<file path="src/rtl/pxseq_pkg.sv">
package pxseq_pkg;
  typedef enum logic [1:0] {
    SLOT_NONE = 2'b00,
    SLOT_MK0  = 2'b01,
    SLOT_MK1  = 2'b10,
    SLOT_PIX  = 2'b11
  } slot_e;

  typedef enum logic [1:0] {
    ST_IDLE = 2'b00,
    ST_INIT = 2'b01,
    ST_RUN  = 2'b10
  } seq_state_e;
endpackage

</file>
<file path="src/rtl/pxseq_sync_edge.sv">
module pxseq_sync_edge (
  input  logic clk,
  input  logic rst_n,
  input  logic sync_in,
  output logic start
);
  logic sync_q;

  always_ff @(posedge clk or negedge rst_n) begin
    if (!rst_n) sync_q <= 1'b0;
    else        sync_q <= sync_in;
  end

  // falling edge seen on two successive rising-edge samples
  assign start = sync_q & ~sync_in;
endmodule

</file>
<file path="src/rtl/pxseq_frame_ctrl.sv">
module pxseq_frame_ctrl
  import pxseq_pkg::*;
#(
  parameter int LAT = 4
) (
  input  logic clk,
  input  logic rst_n,
  input  logic start,
  output logic running,
  output logic init_first,
  output logic run_first
);
  localparam int CNT_W = $clog2(LAT + 1);
  localparam logic [CNT_W-1:0] CNT_TOP = CNT_W'(LAT - 1);

  seq_state_e       state;
  logic [CNT_W-1:0] cnt;

  always_ff @(posedge clk or negedge rst_n) begin
    if (!rst_n) begin
      state     <= ST_IDLE;
      cnt       <= '0;
      run_first <= 1'b0;
    end else if (start) begin
      state     <= ST_INIT;
      cnt       <= CNT_TOP;
      run_first <= 1'b0;
    end else begin
      run_first <= 1'b0;
      if (state == ST_INIT) begin
        if (cnt == '0) begin
          state     <= ST_RUN;
          run_first <= 1'b1;
        end else begin
          cnt <= cnt - 1'b1;
        end
      end
    end
  end

  assign running    = (state == ST_RUN);
  assign init_first = (state == ST_INIT) && (cnt == CNT_TOP);

  // the init phase ends in the run state with the first-slot flag set
  a_r2_init_to_run: assert property (@(posedge clk) disable iff (!rst_n)
    (state == ST_INIT && cnt == '0 && !start) |=> (running && run_first));
endmodule

</file>
<file path="src/rtl/pxseq_scan_ctr.sv">
module pxseq_scan_ctr
  import pxseq_pkg::*;
#(
  parameter int ROWS = 256,
  parameter int COLS = 64,
  localparam int ROW_W = $clog2(ROWS),
  localparam int COL_W = $clog2(COLS)
) (
  input  logic             clk,
  input  logic             rst_n,
  input  logic             load,
  input  logic             adv,
  output slot_e            phase,
  output logic [ROW_W-1:0] row,
  output logic [COL_W-1:0] col
);
  localparam logic [ROW_W-1:0] ROW_TOP = ROW_W'(ROWS - 1);
  localparam logic [COL_W-1:0] COL_TOP = COL_W'(COLS - 1);

  always_ff @(posedge clk or negedge rst_n) begin
    if (!rst_n) begin
      phase <= SLOT_MK1;
      row   <= ROW_TOP;
      col   <= COL_TOP;
    end else if (load) begin
      phase <= SLOT_MK1;
      row   <= ROW_TOP;
      col   <= COL_TOP;
    end else if (adv) begin
      unique case (phase)
        SLOT_MK1: phase <= SLOT_MK0;
        SLOT_MK0: phase <= SLOT_PIX;
        SLOT_PIX: begin
          if (col == '0) begin
            col   <= COL_TOP;
            phase <= SLOT_MK1;
            row   <= (row == '0) ? ROW_TOP : row - 1'b1;
          end else begin
            col <= col - 1'b1;
          end
        end
        default: phase <= SLOT_MK1;
      endcase
    end
  end

  // the second marker always follows the first
  a_r3_mk0_after_mk1: assert property (@(posedge clk) disable iff (!rst_n)
    (adv && !load && phase == SLOT_MK1) |=> (phase == SLOT_MK0));

  // rows step down by one at the end of a row
  a_r4_row_step: assert property (@(posedge clk) disable iff (!rst_n)
    (adv && !load && phase == SLOT_PIX && col == '0 && row != '0)
      |=> (row == $past(row) - 1'b1));

  // the frame wraps from row 0 to the top row
  a_r8_frame_wrap: assert property (@(posedge clk) disable iff (!rst_n)
    (adv && !load && phase == SLOT_PIX && col == '0 && row == '0)
      |=> (row == ROW_TOP && phase == SLOT_MK1));
endmodule

</file>
<file path="src/rtl/pxseq_marker_gen.sv">
module pxseq_marker_gen
  import pxseq_pkg::*;
#(
  parameter int ROWS = 256,
  parameter int COLS = 64,
  localparam int ROW_W = $clog2(ROWS),
  localparam int COL_W = $clog2(COLS)
) (
  input  logic             clk,
  input  logic             rst_n,
  input  logic             start,
  input  logic             running,
  input  slot_e            phase,
  input  logic [ROW_W-1:0] row,
  input  logic [COL_W-1:0] col,
  input  logic             strobe_mode,
  input  logic             test_mode,
  output logic [ROW_W-1:0] row_addr,
  output logic [COL_W-1:0] col_addr,
  output logic [1:0]       slot_kind,
  output logic             test_sel,
  output logic             frame_strobe,
  output logic             last_col,
  output logic             last_row
);
  localparam logic [ROW_W-1:0] ROW_TOP = ROW_W'(ROWS - 1);

  logic tog;
  logic is_pix;
  logic per_slot;

  always_ff @(posedge clk or negedge rst_n) begin
    if (!rst_n)       tog <= 1'b0;
    else if (start)   tog <= 1'b1;
    else if (running) tog <= ~tog;
  end

  always_comb begin
    is_pix       = running && (phase == SLOT_PIX);
    per_slot     = strobe_mode || test_mode;
    slot_kind    = running ? phase : SLOT_NONE;
    row_addr     = running ? row : '0;
    col_addr     = running ? col : '0;
    test_sel     = test_mode && is_pix && col[0];
    last_col     = !test_mode && is_pix && (col == '0);
    last_row     = !test_mode && running && (row == '0);
    frame_strobe = running &&
                   (per_slot ? tog : (phase == SLOT_MK1 && row == ROW_TOP));
  end

  // the last-column flag only marks a pixel slot at column 0
  a_r5_lastcol_pixel: assert property (@(posedge clk) disable iff (!rst_n)
    last_col |-> (slot_kind == SLOT_PIX && col_addr == '0));

  // no end flags while test levels are read
  a_r9_test_no_flags: assert property (@(posedge clk) disable iff (!rst_n)
    test_mode |-> (!last_col && !last_row));

  // the per-slot strobe alternates from one running cycle to the next
  a_r7_strobe_toggle: assert property (@(posedge clk) disable iff (!rst_n)
    (running && per_slot && !start) |=> (running && per_slot) |-> (tog != $past(tog)));
endmodule

</file>
<file path="src/rtl/pxseq_top.sv">
module pxseq_top
  import pxseq_pkg::*;
#(
  parameter int ROWS = 256,
  parameter int COLS = 64,
  parameter int LAT  = 4,
  localparam int ROW_W = $clog2(ROWS),
  localparam int COL_W = $clog2(COLS)
) (
  input  logic             clk,
  input  logic             rst_n,
  input  logic             sync_in,
  input  logic             strobe_mode,
  input  logic             test_mode,
  output logic [ROW_W-1:0] row_addr,
  output logic [COL_W-1:0] col_addr,
  output logic [1:0]       slot_kind,
  output logic             test_sel,
  output logic             init_done,
  output logic             ro_start,
  output logic             frame_strobe,
  output logic             last_col,
  output logic             last_row
);
  logic             start;
  logic             running;
  logic             init_first;
  logic             run_first;
  slot_e            phase;
  logic [ROW_W-1:0] row;
  logic [COL_W-1:0] col;

  pxseq_sync_edge u_edge (
    .clk     (clk),
    .rst_n   (rst_n),
    .sync_in (sync_in),
    .start   (start)
  );

  pxseq_frame_ctrl #(.LAT(LAT)) u_ctrl (
    .clk        (clk),
    .rst_n      (rst_n),
    .start      (start),
    .running    (running),
    .init_first (init_first),
    .run_first  (run_first)
  );

  pxseq_scan_ctr #(.ROWS(ROWS), .COLS(COLS)) u_scan (
    .clk   (clk),
    .rst_n (rst_n),
    .load  (start),
    .adv   (running),
    .phase (phase),
    .row   (row),
    .col   (col)
  );

  pxseq_marker_gen #(.ROWS(ROWS), .COLS(COLS)) u_mark (
    .clk          (clk),
    .rst_n        (rst_n),
    .start        (start),
    .running      (running),
    .phase        (phase),
    .row          (row),
    .col          (col),
    .strobe_mode  (strobe_mode),
    .test_mode    (test_mode),
    .row_addr     (row_addr),
    .col_addr     (col_addr),
    .slot_kind    (slot_kind),
    .test_sel     (test_sel),
    .frame_strobe (frame_strobe),
    .last_col     (last_col),
    .last_row     (last_row)
  );

  assign init_done = init_first;
  assign ro_start  = run_first;

  // the readout-start pulse coincides with the first marker of the top row
  a_r10_start_on_first_marker: assert property (@(posedge clk) disable iff (!rst_n)
    ro_start |-> (slot_kind == SLOT_MK1 && row_addr == ROW_W'(ROWS - 1)));

  // nothing is emitted while not running
  a_r1_quiet_when_stopped: assert property (@(posedge clk) disable iff (!rst_n)
    (slot_kind == SLOT_NONE) |-> (!last_col && !last_row && !frame_strobe && !test_sel));
endmodule

</file>
<file path="config.mk">
export PLATFORM = sky130hd
export DESIGN_NAME = pxseq_top
export DESIGN_NICKNAME = d
export VERILOG_FILES = /design/src/rtl/pxseq_pkg.sv /design/src/rtl/pxseq_sync_edge.sv /design/src/rtl/pxseq_frame_ctrl.sv /design/src/rtl/pxseq_scan_ctr.sv /design/src/rtl/pxseq_marker_gen.sv /design/src/rtl/pxseq_top.sv
export SDC_FILE = /design/constraint.sdc
export NUM_CORES = 1
export LEC_CHECK = 0
export ABC_AREA = 1
export BUFFER_PORTS_ARGS = -buffer_cell sky130_fd_sc_hd__buf_2
export CAP_MARGIN = 20
export CORE_MARGIN = 1.5
export CORE_UTILIZATION = 59
export DETAILED_ROUTE_END_ITERATION = 12
export GPL_TIMING_DRIVEN = 0
export HOLD_SLACK_MARGIN = 0.08
export PLACE_DENSITY = 0.93
export SLEW_MARGIN = 25
export SYNTH_ARGS = -nofsm -noshare
export SYNTH_HDL_FRONTEND = slang
export SYNTH_SLANG_ARGS = --single-unit
</file>
<file path="constraint.sdc">
create_clock -name clk -period 2.81 [get_ports clk]
set_input_delay 0.1405 -clock clk [delete_from_list [all_inputs] [get_ports clk]]
set_output_delay 0.1405 -clock clk [all_outputs]
set_load 0.02 [all_outputs]
</file>
# Yosys cells after proc, flatten, opt, wreduce, memory -nomap -nowiden
# Cells that the tools add are included.
op_classes:
  n_addsub: 3
  eq_ne: 9
  muxes: 28
  bitwise_logic: 3
  reduce_logical: 25
op_table:
  columns: ["operator", "n"]
  rows:
  - ["$mux W8", 6]
  - ["$mux W6", 5]
  - ["$mux W2", 7]
  - ["$logic_and A1 B1 Y1", 10]
  - ["$reduce_bool A2 Y1", 5]
  - ["$mux W3", 3]
  - ["$eq A8 B8 Y1 const B", 1]
  - ["$logic_not A8 Y1", 1]
  - ["$reduce_and A2 Y1", 4]
  - ["$sub A8 B1 Y8 const B", 1]
  - ["$eq A2 B2 Y1 const B", 3]
  - ["$logic_not A6 Y1", 1]
  - ["$mux W1", 6]
  - ["$pmux W2 S3", 1]
  - ["$sub A6 B1 Y6 const B", 1]
  - ["$eq A2 B1 Y1 const B", 2]
  - ["$eq A3 B2 Y1 const B", 1]
  - ["$logic_not A3 Y1", 1]
  - ["$ne A3 B3 Y1 const B", 1]
  - ["$reduce_and A3 Y1", 1]
  - ["$sub A3 B1 Y3 const B", 1]
  - ["$ne A2 B2 Y1 const B", 1]
  - ["$not A1 Y1", 2]
  - ["$and A1 B1 Y1", 1]
  - ["other kinds (2)", 2]
totals:
  register_bits: 24
  input_bits: 5
  output_inout_bits: 22
  wordCells: 76

# Depth between registers and ports, before layout
depth:
  word_depth: 6
  depth_mapped: 9
  mapped_depth_nobuf: 9

# Hierarchy
# From an unflattened synthesis, not the netlist that was laid out.
unflattened:
  hier_cells: 248
  hier_area_um2: 1737.9
by_module_without_submodules:
  columns: ["mod", "instances", "cells_each", "area_per_inst_um2", "seq_area_each_um2"]
  rows:
  - ["pxseq_scan_ctr", 1, 136, 1069.8, 419.2]
  - ["pxseq_frame_ctrl", 1, 38, 321.6, 150.1]
  - ["pxseq_marker_gen", 1, 71, 311.5, 25.0]
  - ["pxseq_sync_edge", 1, 3, 35.0, 25.0]

# Worst setup path before layout
# No wires, ideal clock.
synth_timing:
  kind: "register -> output"
  startpoint: "register u_ctrl.state[0]"
  endpoint: "output port frame_strobe"
  t_arrival_ns: 1.395
  required_time_ns: 2.670
  setup_slack_ns: 1.274
  stages_incl_launch_ff: 6
  n_path_buf: 0
  cell_sequence: "dfrtp_1 > inv_2 > nand2_2 > nor2_1 > nand4_1 > o32ai_1"
synth_via:
  elab_chain_len: 2
synth_rtl:
  columns: ["item", "line", "source"]
  rows:
  - ["from (decl)", "pxseq_frame_ctrl.sv:16", "seq_state_e state;"]
  - ["from (signal assigned)", "pxseq_frame_ctrl.sv:21", "state <= ST_IDLE;"]
  - ["from (signal assigned)", "pxseq_frame_ctrl.sv:25", "state <= ST_INIT;"]
  - ["from (signal assigned)", "pxseq_frame_ctrl.sv:32", "state <= ST_RUN;"]
  - ["$eq A2 B2 Y1", "pxseq_frame_ctrl.sv:41", "assign running = (state == ST_RUN);"]
  - ["$logic_and A1 B1 Y1", "pxseq_marker_gen.sv:47", "frame_strobe = running &&"]
  - ["to (decl)", "pxseq_top.sv:21", "output logic frame_strobe,"]
# No other way between the ends.

# Worst setup path after layout
# Ends and elaborated chain as after synthesis.

==> impl_metrics.yaml <==
power_and_ir_drop:
  p_leak_nw: 0.994
  peakVddDrop_mv: 0.599
  pwr_density_cell_nw_per_um2: 779
  total_power_mw: 1.37
route:
  wl_per_cell_um: 12.5
  drc_errors: 0
  final_antenna_net_count: 0
  drt_first_iter_violations: 57
  viasPerCell: 5.34
  firstDrtPassIters: 4
  vias: 1388
  routed_wl_um: 3260
timing:
  fin_crit_ps: 1870
  skew_ps: 0.929
  rsz0062_at_grt: "false"
  setup_violations: 0
  hold_viol: 0
  slew_violations: 0
  hold_slack_ps: 304
  worstMarginPinSlew_ps: 510
  fmax_mhz: 536
  setup_slack_ps: 945
  fin_crit_sh: 0.664
  tns_ps: 0
  slew_headroom: 0.660
cells_and_area:
  final_util: 0.711
  final_cell_mix: "44 x nand2_1, 30 x nor2_1, 27 x buf_2"
  area_delta_synth_final_pct: 14.6
  fin_cells: 260
  layout_commonest_cell: "nand2_1"
  final_layout_size_suffix_gt1_frac: 0.274
  n_antenna_cell: 0
  stdcell_area_um2: 1760
  num-nets-final: 246
clock_network:
  cts.sinks: 24
  cts_resized: 0
  h-tree-depth: 1
  clk_pin_slew_ps: 130
  cts_tree: "built"
  insertion_delay_ps: 310
  cts.path.max_buffers: 2
  cts_root_buf: "clkbuf_4"
  cts_buffers: 3
placement:
  pre_cts_ws_ps: 1340
  port-buffer-count: 26
  placed_cells: 254
  dpl_cell_area_um2: 1710
  dp_hpwl_um: 2420
  gp_congestion: 0.886
logic_synthesis:
  synth.top_cell.area_share: 0.256
  synth_area_per_cell_um2: 7.77
  syn_nets: 213
  ys.flop_type: "dfstp_2"
  synth_largest_area_cell: "dfstp_2"
  synth_edf_count: 0
  ys_ff_latch: 24
  async_reset_ff_frac: 1.00
  synth_cell_type_count: 29
  synth_sequential_area_ratio: 0.403
  syn_area_um2: 1540
  syn_inst: 198
  synthTopCellsByArea: "dfstp_2 26%, dfrtp_1 15%, nand2_1 11%"
  yosys_warnings: 0
floorplan:
  ios: 27
  die-area_um2: 2920
  rows: 18
  die_height_um: 54.1
  start_util: 0.621
  core-area_um2: 2480
  die_w_um: 54.1
run_status:
  status: "complete, no violations"
global_routing:
  grt_antenna_before_repair: 0
  grt_pass1_vias: 1252
  grt.overflow.total: 0
  grt_max_degree: 25
  grtUsageTotal: 0.255
  grt_pass1_wl_um: 5380
critical_path:
  crit_path_start_kind: "register"
  critical_path_class: "reg2out"
  endpoint_kind: "primary output"
  required_ps: 2670
  worst_ep_arrival_time_ps: 1720
  crit_fanout: 10
min_path:
  hp-class: "in2async"
run:
  max-cap-violations: 0
critical path: stages (launching register included):
cell and delay (ps):
dfrtp_1 440, inv_2 110, nand2_2 160, nor2_1 210, nand4_1 120, o32ai_1 150, buf_2 220
sequential cells by signal, summed over array words and instances, names as in the netlist:
name / cells
u_ctrl.cnt: 3
u_edge.sync_q: 1
u_scan.col: 6
u_ctrl.run_first: 1
u_ctrl.state: 2
u_mark.tog: 1
u_scan.row: 8
u_scan.phase: 2
final cells by class:
| cell class | instances | area (µm²) |
|---|---|---|
| Multi-Input combinational cell | 142 | 772 |
| Timing Repair Buffer | 28 | 150 |
| Fill cell | 223 | 716 |
| Inverter | 29 | 114 |
| Tap cell | 30 | 37.5 |
| Clock buffer | 4 | 36.3 |
| Buffer | 3 | 32.5 |
| Sequential cell | 24 | 619 |
report_power, final:
part / leakage [nW] / switching, mW / internal (mW)
Sequential: 0.266 / 0.103 / 0.508
Combinational: 0.707 / 0.374 / 0.205
Clock: 0.0210 / 0.102 / 0.0792
layer usage:
layer  global-route usage  up-vias  routed length, µm
met2                0.429       61               1520
met3               0.0333        5                239
met5                    0        -                  0
met4               0.0875        0                 42
li1                     -      707                  -
met1                0.338      615               1460
kinds of logic after synthesis:
family                   after synthesis  synth area share
AO/OA/AOI/OAI                         24            0.0887
adder cells (fa/ha/maj)               10            0.0814
buffers and inverters                 32            0.0952
flip-flops                            24             0.403
AND/OR/NAND/NOR                      108             0.332
cells in the mapped netlist (4+ instances only):
cell type   n
nor3_1      5
nor2_1     30
nand2_4     4
dfrtp_1     9
o21ai_0     7
nand2_1    44
ha_1       10
dfstp_2    15
nand4_1     7
inv_1      26
nand3_1    11
o21ai_1     6
a21oi_1     5
worst paths after layout:
kind | start | slack (ps) | to | cells after the start
max | u_ctrl.state[0] | 940 | frame_strobe | 6
max reg2reg | u_scan.phase[1] | 1320 | u_scan.col[4] | 7
min | rst_n | 300 | u_ctrl.cnt[0] | 2
max in group asynchronous | rst_n | 2140 | u_scan.row[5] | 2
min in group clk | sync_in | 470 | u_edge.sync_q | 2
min reg2reg | u_scan.row[2] | 500 | u_scan.row[2] | 2
what timing repair did:
item / CTS / global route
hold buffers: 2 / 0
hold endpoints to repair: 10 / 0
setup buffers: 0 / 0
No activity file was read; power rests on OpenSTA's default activity.
